**src/rtl/meter_link_pkg.sv**
```systemverilog
package meter_link_pkg;
   typedef enum logic [2:0] {
      ST_IDLE, ST_HDR, ST_HACK, ST_WDAT, ST_WACK, ST_RDAT, ST_RACK, ST_SKIP
   } link_state_t;

   localparam logic [5:0] HDR_CODE = 6'b110010;
endpackage

```
**src/rtl/meter_link_sync.sv**
```systemverilog
module meter_link_sync #(
   parameter int STAGES = 2
) (
   input  logic clk,
   input  logic rst_n,
   input  logic scl_in,
   input  logic sda_in,
   output logic scl_rise,
   output logic scl_fall,
   output logic start_det,
   output logic stop_det,
   output logic sda_lvl
);
   if (STAGES < 2) begin : g_bad_stages
      $error("meter_link_sync: STAGES must be at least 2");
   end

   logic [STAGES-1:0] scl_chain, sda_chain;
   logic              scl_q, sda_q, scl_lvl;

   for (genvar i = 0; i < STAGES; i++) begin : g_stage
      always_ff @(posedge clk or negedge rst_n) begin
         if (!rst_n) begin
            scl_chain[i] <= 1'b1;
            sda_chain[i] <= 1'b1;
         end else if (i == 0) begin
            scl_chain[i] <= scl_in;
            sda_chain[i] <= sda_in;
         end else begin
            scl_chain[i] <= scl_chain[(i == 0) ? 0 : i-1];
            sda_chain[i] <= sda_chain[(i == 0) ? 0 : i-1];
         end
      end
   end

   assign scl_lvl = scl_chain[STAGES-1];
   assign sda_lvl = sda_chain[STAGES-1];

   always_ff @(posedge clk or negedge rst_n) begin
      if (!rst_n) begin
         scl_q <= 1'b1;
         sda_q <= 1'b1;
      end else begin
         scl_q <= scl_lvl;
         sda_q <= sda_lvl;
      end
   end

   assign scl_rise  = scl_lvl & ~scl_q;
   assign scl_fall  = ~scl_lvl & scl_q;
   assign start_det = scl_lvl & scl_q & sda_q & ~sda_lvl;
   assign stop_det  = scl_lvl & scl_q & ~sda_q & sda_lvl;
endmodule

```
**src/rtl/meter_link_regs.sv**
```systemverilog
module meter_link_regs #(
   parameter int NBYTES = 4,
   parameter int IDXW   = 4
) (
   input  logic              clk,
   input  logic              rst_n,
   input  logic              wr_en,
   input  logic [IDXW-1:0]   wr_idx,
   input  logic [7:0]        wr_data,
   input  logic              buzz_we,
   input  logic              buzz_val,
   output logic [NBYTES*8-1:0] ctrl_word,
   output logic              buzz_en
);
   for (genvar i = 0; i < NBYTES; i++) begin : g_byte
      always_ff @(posedge clk or negedge rst_n) begin
         if (!rst_n)
            ctrl_word[8*(NBYTES-1-i) +: 8] <= 8'h00;
         else if (wr_en && wr_idx == IDXW'(i))
            ctrl_word[8*(NBYTES-1-i) +: 8] <= wr_data;
      end
   end

   always_ff @(posedge clk or negedge rst_n) begin
      if (!rst_n)       buzz_en <= 1'b0;
      else if (buzz_we) buzz_en <= buzz_val;
   end
endmodule

```
**src/rtl/meter_link_fsm.sv**
```systemverilog
module meter_link_fsm
   import meter_link_pkg::*;
#(
   parameter int WR_BYTES = 4,
   parameter int RD_BYTES = 10,
   parameter int IDXW     = 4,
   localparam int PAY_W   = (RD_BYTES-1)*8,
   localparam int SNAP_W  = RD_BYTES*8
) (
   input  logic             clk,
   input  logic             rst_n,
   input  logic             scl_rise,
   input  logic             scl_fall,
   input  logic             start_det,
   input  logic             stop_det,
   input  logic             sda_lvl,
   input  logic             conv_done,
   input  logic [7:0]       flags,
   input  logic [PAY_W-1:0] payload,
   output logic             sda_oe,
   output logic             data_ready,
   output logic             wr_en,
   output logic [IDXW-1:0]  wr_idx,
   output logic [7:0]       wr_data,
   output logic             buzz_we,
   output logic             buzz_val
);
   link_state_t       state;
   logic [3:0]        bit_cnt;
   logic [IDXW-1:0]   byte_idx;
   logic [7:0]        shreg;
   logic [SNAP_W-1:0] snap;
   logic              rw, nack;
   logic              hdr_eval, hdr_ok, rd_accept;

   assign hdr_eval  = (state == ST_HDR) && scl_fall && (bit_cnt == 4'd8);
   assign hdr_ok    = (shreg[7:2] == HDR_CODE);
   assign rd_accept = hdr_eval && hdr_ok && shreg[0];

   always_ff @(posedge clk or negedge rst_n) begin
      if (!rst_n)              data_ready <= 1'b0;
      else if (conv_done)      data_ready <= 1'b1;
      else if (rd_accept)      data_ready <= 1'b0;
   end

   always_ff @(posedge clk or negedge rst_n) begin
      if (!rst_n) begin
         state    <= ST_IDLE;
         bit_cnt  <= '0;
         byte_idx <= '0;
         shreg    <= '0;
         snap     <= '0;
         rw       <= 1'b0;
         nack     <= 1'b0;
         sda_oe   <= 1'b0;
         wr_en    <= 1'b0;
         wr_idx   <= '0;
         wr_data  <= '0;
         buzz_we  <= 1'b0;
         buzz_val <= 1'b0;
      end else begin
         wr_en   <= 1'b0;
         buzz_we <= 1'b0;
         if (start_det) begin
            state   <= ST_HDR;
            bit_cnt <= '0;
            sda_oe  <= 1'b0;
         end else if (stop_det) begin
            state  <= ST_IDLE;
            sda_oe <= 1'b0;
         end else begin
            unique case (state)
               ST_HDR, ST_WDAT: begin
                  if (scl_rise && bit_cnt != 4'd8) begin
                     shreg   <= {shreg[6:0], sda_lvl};
                     bit_cnt <= bit_cnt + 4'd1;
                  end else if (hdr_eval) begin
                     if (hdr_ok) begin
                        state    <= ST_HACK;
                        sda_oe   <= 1'b1;
                        rw       <= shreg[0];
                        buzz_we  <= 1'b1;
                        buzz_val <= shreg[1];
                        if (shreg[0]) snap <= {flags, payload};
                     end else begin
                        state <= ST_SKIP;
                     end
                  end else if (state == ST_WDAT && scl_fall && bit_cnt == 4'd8) begin
                     if (byte_idx < IDXW'(WR_BYTES)) begin
                        wr_en   <= 1'b1;
                        wr_idx  <= byte_idx;
                        wr_data <= shreg;
                        sda_oe  <= 1'b1;
                        state   <= ST_WACK;
                     end else begin
                        state <= ST_SKIP;
                     end
                  end
               end
               ST_HACK: if (scl_fall) begin
                  bit_cnt  <= '0;
                  byte_idx <= '0;
                  if (rw) begin
                     shreg  <= snap[SNAP_W-1 -: 8];
                     snap   <= snap << 8;
                     sda_oe <= ~snap[SNAP_W-1];
                     state  <= ST_RDAT;
                  end else begin
                     sda_oe <= 1'b0;
                     state  <= ST_WDAT;
                  end
               end
               ST_WACK: if (scl_fall) begin
                  sda_oe   <= 1'b0;
                  bit_cnt  <= '0;
                  byte_idx <= byte_idx + 1'b1;
                  state    <= ST_WDAT;
               end
               ST_RDAT: begin
                  if (scl_rise) begin
                     bit_cnt <= bit_cnt + 4'd1;
                  end else if (scl_fall) begin
                     if (bit_cnt == 4'd8) begin
                        sda_oe <= 1'b0;
                        state  <= ST_RACK;
                     end else begin
                        sda_oe <= ~shreg[6];
                        shreg  <= {shreg[6:0], 1'b0};
                     end
                  end
               end
               ST_RACK: begin
                  if (scl_rise) begin
                     nack <= sda_lvl;
                  end else if (scl_fall) begin
                     bit_cnt <= '0;
                     if (nack || byte_idx == IDXW'(RD_BYTES-1)) begin
                        state <= ST_SKIP;
                     end else begin
                        byte_idx <= byte_idx + 1'b1;
                        shreg    <= snap[SNAP_W-1 -: 8];
                        snap     <= snap << 8;
                        sda_oe   <= ~snap[SNAP_W-1];
                        state    <= ST_RDAT;
                     end
                  end
               end
               default: sda_oe <= 1'b0;
            endcase
         end
      end
   end
endmodule

```
**src/rtl/meter_link_slave.sv**
```systemverilog
module meter_link_slave #(
   parameter int SYNC_STAGES = 2,
   parameter int WR_BYTES    = 4,
   parameter int RD_BYTES    = 10,
   parameter int SLOW_W      = 19,
   parameter int FAST_W      = 10,
   parameter int AUX_W       = 19
) (
   input  logic                  clk,
   input  logic                  rst_n,
   input  logic                  scl,
   input  logic                  sda_in,
   output logic                  sda_oe,
   input  logic                  conv_done,
   input  logic [7:0]            res_flags,
   input  logic [SLOW_W-1:0]     res_slow,
   input  logic [FAST_W-1:0]     res_fast,
   input  logic [AUX_W-1:0]      res_aux0,
   input  logic [AUX_W-1:0]      res_aux1,
   output logic                  data_ready,
   output logic [WR_BYTES*8-1:0] ctrl_word,
   output logic                  buzz_en
);
   localparam int PAY_W = (RD_BYTES-1)*8;
   localparam int RAW_W = SLOW_W + FAST_W + 2*AUX_W;
   localparam int PAD_W = PAY_W - RAW_W;
   localparam int MAXB  = (RD_BYTES > WR_BYTES) ? RD_BYTES : WR_BYTES + 1;
   localparam int IDXW  = $clog2(MAXB + 1);

   if (RAW_W > PAY_W) begin : g_bad_fit
      $error("meter_link_slave: result words exceed the read payload");
   end
   if (WR_BYTES < 1 || RD_BYTES < 2) begin : g_bad_count
      $error("meter_link_slave: byte counts out of range");
   end

   logic [PAY_W-1:0] payload;
   if (PAD_W > 0) begin : g_pad
      assign payload = {{PAD_W{1'b0}}, res_aux1, res_aux0, res_fast, res_slow};
   end else begin : g_nopad
      assign payload = {res_aux1, res_aux0, res_fast, res_slow};
   end

   logic scl_rise, scl_fall, start_det, stop_det, sda_lvl;
   logic wr_en, buzz_we, buzz_val;
   logic [IDXW-1:0] wr_idx;
   logic [7:0] wr_data;

   meter_link_sync #(.STAGES(SYNC_STAGES)) u_sync (
      .clk(clk), .rst_n(rst_n), .scl_in(scl), .sda_in(sda_in),
      .scl_rise(scl_rise), .scl_fall(scl_fall),
      .start_det(start_det), .stop_det(stop_det), .sda_lvl(sda_lvl)
   );

   meter_link_fsm #(.WR_BYTES(WR_BYTES), .RD_BYTES(RD_BYTES), .IDXW(IDXW)) u_fsm (
      .clk(clk), .rst_n(rst_n),
      .scl_rise(scl_rise), .scl_fall(scl_fall),
      .start_det(start_det), .stop_det(stop_det), .sda_lvl(sda_lvl),
      .conv_done(conv_done), .flags(res_flags), .payload(payload),
      .sda_oe(sda_oe), .data_ready(data_ready),
      .wr_en(wr_en), .wr_idx(wr_idx), .wr_data(wr_data),
      .buzz_we(buzz_we), .buzz_val(buzz_val)
   );

   meter_link_regs #(.NBYTES(WR_BYTES), .IDXW(IDXW)) u_regs (
      .clk(clk), .rst_n(rst_n),
      .wr_en(wr_en), .wr_idx(wr_idx), .wr_data(wr_data),
      .buzz_we(buzz_we), .buzz_val(buzz_val),
      .ctrl_word(ctrl_word), .buzz_en(buzz_en)
   );
endmodule

```
**config.mk**
```make
export PLATFORM = sky130hd
export DESIGN_NAME = meter_link_slave
export DESIGN_NICKNAME = d
export VERILOG_FILES = /design/src/rtl/meter_link_pkg.sv /design/src/rtl/meter_link_sync.sv /design/src/rtl/meter_link_regs.sv /design/src/rtl/meter_link_fsm.sv /design/src/rtl/meter_link_slave.sv
export SDC_FILE = /design/constraint.sdc
export NUM_CORES = 1
export LEC_CHECK = 0
export BUFFER_PORTS_ARGS = -buffer_cell sky130_fd_sc_hd__buf_2
export CAP_MARGIN = 10
export CORE_MARGIN = 2
export CORE_UTILIZATION = 56
export DETAILED_ROUTE_END_ITERATION = 10
export PLACE_DENSITY = 0.79
export SLEW_MARGIN = 30
export SYNTH_ARGS = -nofsm -noshare
export SYNTH_HDL_FRONTEND = slang
export SYNTH_SLANG_ARGS = --single-unit
```
**constraint.sdc**
```tcl
create_clock -name clk -period 4.7 [get_ports clk]
set_clock_uncertainty 0.1 [all_clocks]
set_input_delay 0.235 -clock clk [delete_from_list [all_inputs] [get_ports clk]]
set_output_delay 0.235 -clock clk [all_outputs]
set_load 0.005 [all_outputs]
```
==> results.sh, run 1 <==
export IMPL_fin_util_pct=67.87
export IMPL_ys_ff_latch=157
export IMPL_synthAdderAreaFrac_pct=0.6497
export IMPL_cp_arrival_ns=3.19
export IMPL_synth_avg_cell_area_um2=10.68
export IMPL_die_x_um=121.3
export IMPL_clock_sinks=157
export IMPL_path_class="reg2reg"
export IMPL_pwr_density_cell_mw_per_mm2=560.4
export IMPL_postSynth_topFlopCell="dfrtp_1"
export IMPL_root_buffer="clkbuf_16"
export IMPL_fin_crit_sh_pct=63.50
export IMPL_rsz0062_at_grt="false"
export IMPL_gp_congestion=0.8855
export IMPL_mappedNetlistNets=805
export IMPL_io_buffers=114
export IMPL_row_count=42
export IMPL_grt_first_pass_wirelength_um=27350
export IMPL_cts_buffers=17
export IMPL_ios=115
export IMPL_postCtsSetupRepairBufs=0
export IMPL_hold_buffers=12
export IMPL_switching_share_pct=33.72
export IMPL_synth_distinct_cells=52
export IMPL_finalSetupTns_ns=0
export IMPL_cts_tree="built"
export IMPL_timing_reg2reg_setup_slack_ns=1.72
export IMPL_synth_compound_area_share_pct=5.928
export IMPL_vdd_drop_max_v=0.0002795
export IMPL_synth_edff_count=0
export IMPL_start_util_pct=57.71
export IMPL_finalHoldViolCount=0
export IMPL_critPathLaunch="u_fsm.state[2]$_DFFE_PN0P_"
export IMPL_vias=5490
export IMPL_drt_iter0_markers=349
export IMPL_synthXorXnorAreaFrac_pct=0.1137
export IMPL_drt_pass1_iter_count=4
export IMPL_yosys_warnings=0
export IMPL_clk_latency_ns=0.43
export IMPL_max_cap_viol_count=0
export IMPL_r2r_end="u_fsm.snap[13]$_DFFE_PN0P_"
export IMPL_post_cts_resized=0
export IMPL_tightest_slew_ns=0.8896
export IMPL_area_growth_pct=17.59
export IMPL_drc_errors=0
export IMPL_syn_area_mm2=0.007704
export IMPL_viasPerCell=5.382
export IMPL_grt_usage_pct=23.55
export IMPL_clock_path_buffers=2
export IMPL_pwr_share_seq_pct=41.5
export IMPL_dpl_hpwl_um=10940
export IMPL_min_path_type="in2reg"
export IMPL_slew_headroom_pct=40.69
export IMPL_h_tree_depth=4
export IMPL_crit_end="u_fsm.snap[13]$_DFFE_PN0P_"
export IMPL_grt_pass1_vias=5741
export IMPL_layout_drive_gt1_share_pct=33.18
export IMPL_synthSimpleGateAreaFrac_pct=16.92
export IMPL_fmax_mhz=335.1
export IMPL_p_sw_mw=1.711
export IMPL_internal_power_mw=3.365
export IMPL_leakagePower_nw=4.646
export IMPL_pwr_share_comb_pct=31.7
export IMPL_synthMuxAreaShare_pct=21.13
export IMPL_die_height_um=121.3
export IMPL_antenna_found_initial=1
export IMPL_status="finished clean"
export IMPL_reg2regPathDepth=6
export IMPL_power_frac_clock_pct=26.8
export IMPL_async_flop_share_pct=100.0
export IMPL_core_area_mm2=0.01335
export IMPL_clk_pin_slew_ns=0.06
export IMPL_r2r_start="u_fsm.state[2]$_DFFE_PN0P_"
export IMPL_wire_per_inst_um=16.00
export IMPL_routed_wl_um=16320
export IMPL_finalSetupViolCount=0
export IMPL_cp_max_fo=75
export IMPL_drv_slew=0
export IMPL_n_antenna_cell=0
export IMPL_syn_inst=721
export IMPL_critPathRequiredTime_ns=4.91
export IMPL_startpoint_type="flip-flop"
export IMPL_grt_max_degree=121
export IMPL_synth_top_family_by_area="multiplexers"
export IMPL_dieArea_mm2=0.01471
export IMPL_detail_route_antenna_nets=0
export IMPL_min_period_ns=2.984
export IMPL_grt_overflow_total=0
export IMPL_final_nets=915
export IMPL_end_kind="flip-flop"
export IMPL_seq_area_frac_synth_pct=51.10
-- registers in the layout, indices dropped and copies added (netlist names), 3 cells and up --
| signal | flops |
|---|---|
| u_fsm.shreg | 8 |
| u_fsm.byte_idx | 4 |
| u_fsm.bit_cnt | 4 |
| u_fsm.wr_data | 8 |
| u_fsm.snap | 80 |
| u_fsm.state | 3 |
| u_regs.ctrl_word | 32 |
| u_fsm.wr_idx | 4 |
-- synth_stat cells, types with 3 or more instances --
library cell  count  area share, %
buf_12            5            1.3
mux2i_1          13            1.7
mux2_4           42            8.2
ha_1              4           0.65
dfstp_2           6            2.0
clkbuf_1         26            1.3
o221ai_1          3           0.34
a21o_1            4           0.39
nor2b_1           3           0.24
a22o_1            6           0.68
nor3_1            5           0.32
dfrtp_1         151             49
nand2b_1          5           0.41
nor3b_1           3           0.29
nor2_1           24            1.2
buf_2             5           0.32
nand3b_1          4           0.39
nand4bb_1         3           0.44
o211ai_1          4           0.39
mux2_1            5           0.73
a21oi_1           9           0.58
inv_1            17           0.83
nand3_1           4           0.26
o21ai_0          27            1.8
nand4_1           3           0.24
nand2_1         231             11
o22ai_1           4           0.32
mux2_2           72             11
-- stage by stage --
step | instance area (µm²) | hold WS [ns] | power, mW | setup slack, ns | std cells
after global routing | 9059 | 0.03776 | 5.392 | 1.554 | 1020
after floorplan | 7704 | -0.1606 | 3.347 | 2.473 | 721
after global placement | 8294 | 0.2413 | 3.616 | 1.806 | 974
after CTS | 9011 | 0.01077 | 5.088 | 1.732 | 1018
after detailed placement | 8298 | 0.2413 | 3.700 | 1.758 | 974
final | 9059 | 0.02216 | 5.076 | 1.716 | 1020
-- layout make-up --
| class | instances | area (µm²) |
|---|---|---|
| tap | 176 | 220.2 |
| clock inverter | 14 | 163.9 |
| inverter | 17 | 63.81 |
| fill | 1008 | 4289 |
| clock buffer | 18 | 429.2 |
| timing repair buffer | 131 | 783.3 |
| sequential | 157 | 3936 |
| multi-input combinational | 507 | 3462 |
-- cells in the final DEF (no fill, tap or decap), drive strengths merged, types with 2 or more instances in the layout --
master and count:
bufinv 2, clkinv 6, mux2i 13, nor2 24, o31ai 2, inv 20
dlygate4sd3 12, nor3 7, dfrtp 151, nand4 3, o211ai 4, ha 4
a21oi 10, buf 119, nand4bb 3, a21o 4, o22ai 4, nor2b 3
a22o 6, nand2 232, o221ai 3, clkbuf 18, o21a 2, and2 2
o21ai 27, nand4b 2, nand2b 5, and3b 2, nor3b 4, nand3 4
mux2 119, dfstp 6, nand3b 4, clkinvlp 3, a221o 2, or3 2
-- per-layer routing --
layer	share of wire [%]	wire length (µm)	vias to the layer above	GRT usage, %
li1	-	-	2645	-
met5	0.080	13	-	0
met2	49	7941	175	39.04
met3	5.3	872	25	5.451
met1	44	7228	2643	30.46
met4	1.6	261	2	8.261
-- worst max-delay path, stage by stage, from the launching register on --
cell and delay [ns]:
dfrtp_1 0.71, nand4bb_1 0.46, nor4_4 0.36, nand2_2 0.18
a21oi_4 0.19, buf_12 0.43, mux2_2 0.40
-- kinds of logic after synthesis --
kind of cell / count (synthesis)
xor gates and xnor gates: 1
muxes: 132
DFF: 157
and+or+nand+nor: 301
buffers and inverters: 57
AOI/OAI and AO/OA: 69
adders and majority gates: 4
-- how the worst min path moves through the flow --
| stage | from | to | slack, ns | cells after the start |
|---|---|---|---|---|
| 6_report | res_aux1[10] | u_fsm.snap[58]$_DFFE_PN0P_ | 0.02 | 4 |
| 5_1_grt | res_aux1[2] | u_fsm.snap[50]$_DFFE_PN0P_ | 0.04 | 4 |
| 4_1_cts | res_aux1[10] | u_fsm.snap[58]$_DFFE_PN0P_ | 0.01 | 4 |
| 3_5_place_dp | sda_in | u_sync.sda_chain[0]$_DFF_PN1_ | 0.24 | 1 |
| 3_3_place_gp | scl | u_sync.scl_chain[0]$_DFF_PN1_ | 0.24 | 1 |
| 2_1_floorplan | rst_n | u_fsm.bit_cnt[0]$_DFFE_PN0P_ | -0.16 | 0 |
-- power groups by stage --
stage | registers (mW) | logic, mW | clock network [mW]
2_1_floorplan | 1.94 | 1.40 | 0
3_3_place_gp | 2.10 | 1.52 | 0
3_5_place_dp | 2.12 | 1.58 | 0
4_1_cts | 2.10 | 1.60 | 1.38
5_1_grt | 2.16 | 1.79 | 1.44
6_report | 2.11 | 1.61 | 1.36
Power figures use the tool's default switching activity.
==> run 2: changes to the inputs <==
==> constraint.sdc (replaced) <==
create_clock -name clk -period 3.08 [get_ports clk]
set_clock_uncertainty 0.1 [all_clocks]
set_input_delay 0.154 -clock clk [delete_from_list [all_inputs] [get_ports clk]]
set_output_delay 0.154 -clock clk [all_outputs]
set_load 0.005 [all_outputs]
==> run 2 against run 1 <==
Die area stayed put; power rose by 57%; sequential share of layout area down 2.9 points; combinational power increased by 69%; via count up 10%; final area increased by 7.0%; critical path type unchanged; critical endpoint is now u_fsm.snap[10]$_DFFE_PN0P_.
==> results.sh, run 2 (same netlist as run 1, synthesis figures left out) <==
export IMPL_status="finished clean"
export IMPL_area_growth_pct=25.86
export IMPL_dieArea_mm2=0.01471
export IMPL_drt_iter0_markers=427
export IMPL_design_area_mm2=0.009696
export IMPL_reg_largest_list="u_fsm.snap x80, u_regs.ctrl_word x32"
export IMPL_pwr_density_cell_mw_per_mm2=820.6
export IMPL_min_period_ns=2.593
export IMPL_max_stage_delay_ns=0.65
export IMPL_largest_reg_flops=80
export IMPL_min_path_type="in2reg"
export IMPL_num_fill_cells=898
export IMPL_n_antenna_cell=0
export IMPL_leakagePower_nw=4.923
export IMPL_drv_slew=0
export IMPL_max_cap_viol_count=0
export IMPL_internal_power_mw=5.278
export IMPL_whs_path_depth=4
export IMPL_final_nets=984
export IMPL_drt_pass1_iter_count=4
export IMPL_tightest_slew_ns=0.7836
export IMPL_rsz0062_at_grt="false"
export IMPL_critPathLaunch="u_sync.scl_q$_DFF_PN1_"
export IMPL_hold_buffers=74
export IMPL_row_count=42
export IMPL_clock_path_buffers=2
export IMPL_root_buffer="clkbuf_16"
export IMPL_clock_sinks=157
export IMPL_cts_buffers=17
export IMPL_dpl_hpwl_um=11370
export IMPL_startpoint_type="flip-flop"
export IMPL_gp_congestion=0.8781
export IMPL_cp_arrival_ns=2.80
export IMPL_switching_share_pct=33.66
export IMPL_crit_chain="nand4bb_1 -> nor4_4 -> nand2_2 -> a21oi_4 -> buf_12 -> mux2_2"
export IMPL_routed_wl_um=18800
export IMPL_pwr_share_comb_pct=34.2
export IMPL_power_frac_clock_pct=26.4
export IMPL_regMostFlops="u_fsm.snap"
export IMPL_cpMaxStageDelayCell="dfstp_2"
export IMPL_grt_overflow_total=0
export IMPL_fin_crit_sh_pct=84.19
export IMPL_hold_start="res_slow[14]"
export IMPL_antenna_found_initial=0
export IMPL_cp_max_fo=55
export IMPL_placed_area_mm2=0.008374
export IMPL_post_cts_resized=0
export IMPL_grt_pass1_vias=6397
export IMPL_mostFrequentLayoutCell="nand2_1"
export IMPL_timing_reg2reg_setup_slack_ns=0.49
export IMPL_vias=6046
export IMPL_multi_input_area_mm2=0.003462
export IMPL_postCtsSetupRepairBufs=0
export IMPL_wire_per_inst_um=17.28
export IMPL_finalSetupViolCount=0
export IMPL_vdd_drop_max_v=0.0005126
export IMPL_grt_first_pass_wirelength_um=31260
export IMPL_layout_drive_gt1_share_pct=30.92
export IMPL_seqCellArea_mm2=0.003936
export IMPL_detail_route_antenna_nets=0
export IMPL_hold_ws_ns=0.01556
export IMPL_pwr_share_seq_pct=39.4
export IMPL_path_class="reg2reg"
export IMPL_fin_util_pct=72.64
export IMPL_slew_headroom_pct=47.53
export IMPL_drc_errors=0
export IMPL_critPathRequiredTime_ns=3.29
export IMPL_die_height_um=121.3
export IMPL_fmax_mhz=385.6
export IMPL_grt_max_degree=103
export IMPL_die_x_um=121.3
export IMPL_end_kind="flip-flop"
export IMPL_ios=115
export IMPL_core_area_mm2=0.01335
export IMPL_viasPerCell=5.557
export IMPL_finalHoldViolCount=0
export IMPL_clk_pin_slew_ns=0.06
export IMPL_r2r_start="u_sync.scl_q$_DFF_PN1_"
export IMPL_grt_usage_pct=27.15
export IMPL_io_buffers=114
export IMPL_clk_latency_ns=0.42
export IMPL_start_util_pct=57.71
export IMPL_reg2regPathDepth=6
export IMPL_cts_tree="built"
export IMPL_p_sw_mw=2.678
export IMPL_finalSetupTns_ns=0
export IMPL_layout_common_cells="nand2_1 (231), dfrtp_1 (151), buf_2 (113)"
export IMPL_h_tree_depth=4
run 2: worst paths after layout:
kind | end
max | u_fsm.snap[10]$_DFFE_PN0P_
min | u_fsm.snap[14]$_DFFE_PN0P_
max reg2reg | u_fsm.snap[10]$_DFFE_PN0P_
min reg2reg | u_sync.scl_lvl$_DFF_PN1_
max in group asynchronous | u_fsm.wr_data[2]$_DFFE_PN0P_
min in group asynchronous | u_fsm.wr_idx[3]$_DFFE_PN0P_
run 2: critical path: cells and delay by family, from the launching register on:
kind	cells	cell delay (ns)
and+or+nand+nor	3	0.73
DFF	1	0.65
muxes	1	0.39
buffers and inverters	1	0.36
AOI/OAI and AO/OA	1	0.21
run 2: per-layer routing:
layer	share of wire, %	GRT usage [%]
met1	40	32.92
met5	0	0
met2	52	47.40
met4	2.1	10.06
met3	5.8	6.015
run 2: area by class of cell:
class	instances	share of cell area, %
Sequential cell	157	40.60
Multi-Input combinational cell	507	35.71
Timing Repair Buffer	200	14.78
Clock buffer	22	4.581
Tap cell	176	2.271
Clock inverter	9	1.407
Inverter	17	0.6581
run 2: metrics by stage:
step,total power [mW],cells,worst slack (ns)
CTS,7.925,1088,0.5091
global route,8.428,1088,0.3812
global placement,5.569,983,0.5905
finish,7.956,1088,0.4869
detailed placement,5.731,983,0.5267
floorplan,5.107,721,0.8533
run 2: power groups by stage:
stage                     combinational, mW  clock [mW]  sequential [mW]
after detailed placement               2.60           0             3.13
after floorplan                        2.14           0             2.97
final                                  2.72        2.10             3.14
after global placement                 2.47           0             3.10
after global routing                   3.02        2.21             3.20
after CTS                              2.69        2.12             3.11
